## src/rtl/npc_unit.sv

```systemverilog
module npc_unit #(
  parameter logic [31:0] RESET_VEC = 32'h0040_0000,
  parameter logic [4:0]  CALL_REG  = 5'd31
) (
  input  logic        clk,
  input  logic        rst,
  input  logic        adv_en,
  input  logic [3:0]  ctl_class,
  input  logic [15:0] imm16,
  input  logic [25:0] jtgt,
  input  logic [31:0] rs_val,
  input  logic [31:0] rt_val,
  input  logic [4:0]  rd_idx,
  output logic [31:0] pc_q,
  output logic [31:0] next_pc,
  output logic        link_we,
  output logic [4:0]  link_idx,
  output logic [31:0] link_val,
  output logic        misalign
);

  localparam logic [3:0] C_SEQ  = 4'd0;
  localparam logic [3:0] C_EQ   = 4'd1;
  localparam logic [3:0] C_NE   = 4'd2;
  localparam logic [3:0] C_GTZ  = 4'd3;
  localparam logic [3:0] C_GEZ  = 4'd4;
  localparam logic [3:0] C_LTZ  = 4'd5;
  localparam logic [3:0] C_LEZ  = 4'd6;
  localparam logic [3:0] C_J    = 4'd7;
  localparam logic [3:0] C_JL   = 4'd8;
  localparam logic [3:0] C_JR   = 4'd9;
  localparam logic [3:0] C_JRL  = 4'd10;

  logic [31:0] pc_inc, br_tgt, reg_tgt, rgn_tgt;
  logic        rs_neg, rs_zero, taken, is_reg, is_call;

  assign pc_inc  = pc_q + 32'd4;
  assign br_tgt  = pc_inc + {{14{imm16[15]}}, imm16, 2'b00};
  assign rgn_tgt = {pc_q[31:28], jtgt, 2'b00};
  assign reg_tgt = rs_val;

  assign rs_neg  = rs_val[31];
  assign rs_zero = (rs_val == 32'd0);

  always_comb begin
    case (ctl_class)
      C_EQ:    taken = (rs_val == rt_val);
      C_NE:    taken = (rs_val != rt_val);
      C_GTZ:   taken = !rs_neg && !rs_zero;
      C_GEZ:   taken = !rs_neg;
      C_LTZ:   taken = rs_neg;
      C_LEZ:   taken = rs_neg || rs_zero;
      default: taken = 1'b0;
    endcase
  end

  assign is_reg   = (ctl_class == C_JR) || (ctl_class == C_JRL);
  assign misalign = is_reg && (reg_tgt[1:0] != 2'b00);

  always_comb begin
    case (ctl_class)
      C_EQ, C_NE, C_GTZ, C_GEZ, C_LTZ, C_LEZ:
               next_pc = taken ? br_tgt : pc_inc;
      C_J, C_JL:
               next_pc = rgn_tgt;
      C_JR, C_JRL:
               next_pc = misalign ? pc_q : reg_tgt;
      default: next_pc = pc_inc;
    endcase
  end

  assign is_call  = (ctl_class == C_JL) || (ctl_class == C_JRL);
  assign link_we  = adv_en && is_call && !misalign;
  assign link_idx = (ctl_class == C_JL) ? CALL_REG : rd_idx;
  assign link_val = pc_inc;

  always_ff @(posedge clk) begin
    if (rst)
      pc_q <= RESET_VEC;
    else if (adv_en && !misalign)
      pc_q <= next_pc;
  end

endmodule

```

## config.mk

```make
export PLATFORM = sky130hd
export DESIGN_NAME = npc_unit
export DESIGN_NICKNAME = d
export VERILOG_FILES = /design/src/rtl/npc_unit.sv
export SDC_FILE = /design/constraint.sdc
export NUM_CORES = 1
export LEC_CHECK = 0
export ABC_AREA = 1
export BUFFER_PORTS_ARGS = -buffer_cell sky130_fd_sc_hd__buf_2
export CAP_MARGIN = 10
export CORE_UTILIZATION = 57
export CTS_CLUSTER_SIZE = 24
export DETAILED_ROUTE_END_ITERATION = 6
export PLACE_DENSITY = 0.95
export SYNTH_ARGS = -nofsm -noshare
export SYNTH_HDL_FRONTEND = slang
export SYNTH_SLANG_ARGS = --single-unit
```

## constraint.sdc

```tcl
create_clock -name clk -period 5.9 [get_ports clk]
set_input_delay 1.475 -clock clk [delete_from_list [all_inputs] [get_ports clk]]
set_output_delay 1.475 -clock clk [all_outputs]
set_load 0.03 [all_outputs]
```

==> out/qor.csv <==
metric,value,unit
Post-Syn Nets,1369,
Buf/Inv on CP,3,
clk buf depth,2,
fin. max-slew vios,0,
Biggest register,pc_q,
top flop regs,pc_q (32),
met1 wire length,9760,um
Area contributors post-synth,"nand2_1 (26%), inv_1 (13%), dfxtp_1 (10%)",
HP Class,reg2reg,
setup violators final,0,
synthesized cell area,6340,um^2
Most common cell on crit path,nand2_1,
fraction of registers with async set/reset,0,%
chip height,107,um
Post-CTS Setup Bufs,0,
"count leader, synth",nand2_1,
CTS tree,yes,
status,"finished, final reports clean",
# nets final,1578,
WL final,24900,um
grt ovf,0,
die width,107,um
CP Capture Type,output port,
DR vias/cell,5.56,
Slew HR,50.6,%
DR WL/cell,15.9,um
layout cell share with drive strength beyond 1,18.4,%
row count,38,
Final Critical Period,5480,ps
"Clk Latency, worst-skew pair",300,ps
Port Buffers,220,
Post-synth EDFFs,0,
total power,1.34,mW
"Reg clk slew, reported paths",80,ps
metal3 WL,2760,um
DRT iter0 DRCs,915,
Synth top area share,26.0,%
static leakage,4.53,nW
Worst setup SP type,flip-flop,
synth warn,0,
fmax,0.182,GHz
root buf cell,clkbuf_8,
initial core utilization,58.5,%
Peak VDD IR,0.117,mV
top layer in use,met4,
met2 WL,11500,um
vias in the first global route,7725,
Setup TNS,0,ps
HPWL after DPL,20500,um
Total Routing Usage GR,42.7,%
CP Cell Sequence,"inv_1, nor3_1, nand2_1, nor2_1, xor2_1, inv_1, ha_1, nand2_1, nor2_1, nand3_1, nand3b_1, nand2_1, nand3b_1, nand2_1, nand2_1, nand3_1, nand3_1, buf_2",
final critical-path share of the clock period,92.9,%
slowest CP cell,dfxtp_1,
Post-CTS Hold Buffers,0,
Post-synth top cells,"nand2_1 (439), inv_1 (214), nor2_1 (118), nand3_1 (81), a21oi_1 (70)",
DRC,0,
clk sink count,32,
Resized cells post-CTS,0,
diodes inserted,0,
H-tree depth,2,
largest stage delay on the critical path,430,ps
initial antenna violation count,0,
RSZ-0062 raised after global routing,false,
final hold viol count,0,
first-pass GRT wire length,38000,um
Worst-Margin Slew,741,ps
Mapped Cells,1216,
synthesized flop and latch total,32,
skew final,9.81,ps
final setup margin,417,ps
Max Cap Viol,0,
Pwr Density,176,nW/um^2
DP Worst Slack,741,ps
total I/O pin count,221,
vias,8705,
critical setup path kind,reg2out,
CTS buffer count,5,
DRT antenna net count,0,
Layout Area Growth over Synthesis,20.3,%
WP data required,4430,ps
max reg flops,32,
router iterations before antenna repair,7,
top cell type by total area after synthesis,nand2_1,
largest net degree at the start of global routing,33,
crit path max fanout,6,
core box area,10800,um^2
Critical Path AT,4010,ps
GPL Wtd Cong,1.05,
die footprint,11500,um^2
ys flop type,dfxtp_1,
Syn Area/Cell,5.21,um^2
top cell family by delay on the critical path,simple AND/OR/NAND/NOR gates,
post-synthesis sequential area ratio,10.1,%
post-synth cell types,43,
[power by group]
group | total, mW | switching [mW] | internal (mW)
clock network | 0.183 | 0.0996 | 0.0836
logic | 0.890 | 0.610 | 0.279
registers | 0.268 | 0.0327 | 0.236
total | 1.34 | 0.743 | 0.599
[routing by layer]
layer	up-vias	global-route usage, %
met5	-	0
met4	0	15.0
met3	61	7.14
met2	565	73.5
met1	3845	53.4
li1	4234	-
[layout by cell type (no fill, tap or decap), types with 4 or more instances in the layout]
cell	n
a211oi_1	4
a21oi_1	70
buf_2	220
buf_4	9
clkbuf_8	5
dfxtp_1	32
ha_1	34
inv_1	214
inv_2	7
nand2_1	439
nand3_1	81
nand3b_1	6
nand4_1	37
nor2_1	118
nor3_1	7
o211ai_1	10
o21ai_0	23
o21bai_1	6
o221ai_1	10
or2_2	7
xnor2_1	37
xor2_1	19
[path summary, 6_finish.rpt]
kind	from	to	slack, ps	cells past startpoint
max	pc_q[10]$_SDFFE_PP0P_	next_pc[21]	420	18
min	pc_q[1]$_SDFFE_PP0P_	pc_q[1]$_SDFFE_PP0P_	480	2
max reg2reg	pc_q[10]$_SDFFE_PP0P_	pc_q[17]$_SDFFE_PP0P_	2180	19
min reg2reg	pc_q[1]$_SDFFE_PP0P_	pc_q[1]$_SDFFE_PP0P_	480	2
[layout make-up]
class / instances / area, um^2
inverters: 221 / 830
clock inverters: 3 / 23.8
flip-flops and latches: 32 / 641
multi-input cells: 936 / 4720
fillers: 1044 / 3220
clock buffers: 5 / 68.8
repair buffers: 229 / 1170
well taps: 140 / 175
[cell families after synthesis]
| family | after synthesis | synth area share [%] |
|---|---|---|
| AO/OA/AOI/OAI | 136 | 13.0 |
| XOR/XNOR | 56 | 7.74 |
| adder cells (fa/ha/maj) | 35 | 7.03 |
| buffers and inverters | 248 | 15.5 |
| flip-flops | 32 | 10.1 |
| AND/OR/NAND/NOR | 709 | 46.7 |
[stage by stage]
stage	utilization [%]	std cells	cell area, um^2	hold WS [ps]
after floorplan	-	1216	6340	602
after global placement	69.5	1558	7530	473
final	70.3	1566	7620	484
after global routing	70.3	1566	7620	500
after CTS	70.3	1566	7620	481
after detailed placement	69.5	1558	7530	469
[worst min-delay path: cells and delay by family (launching register included)]
kind	cells	cell delay, ps
flops	1	330
buf+inv	1	70
simple gates	1	50
Power figures use the tool's default switching activity.
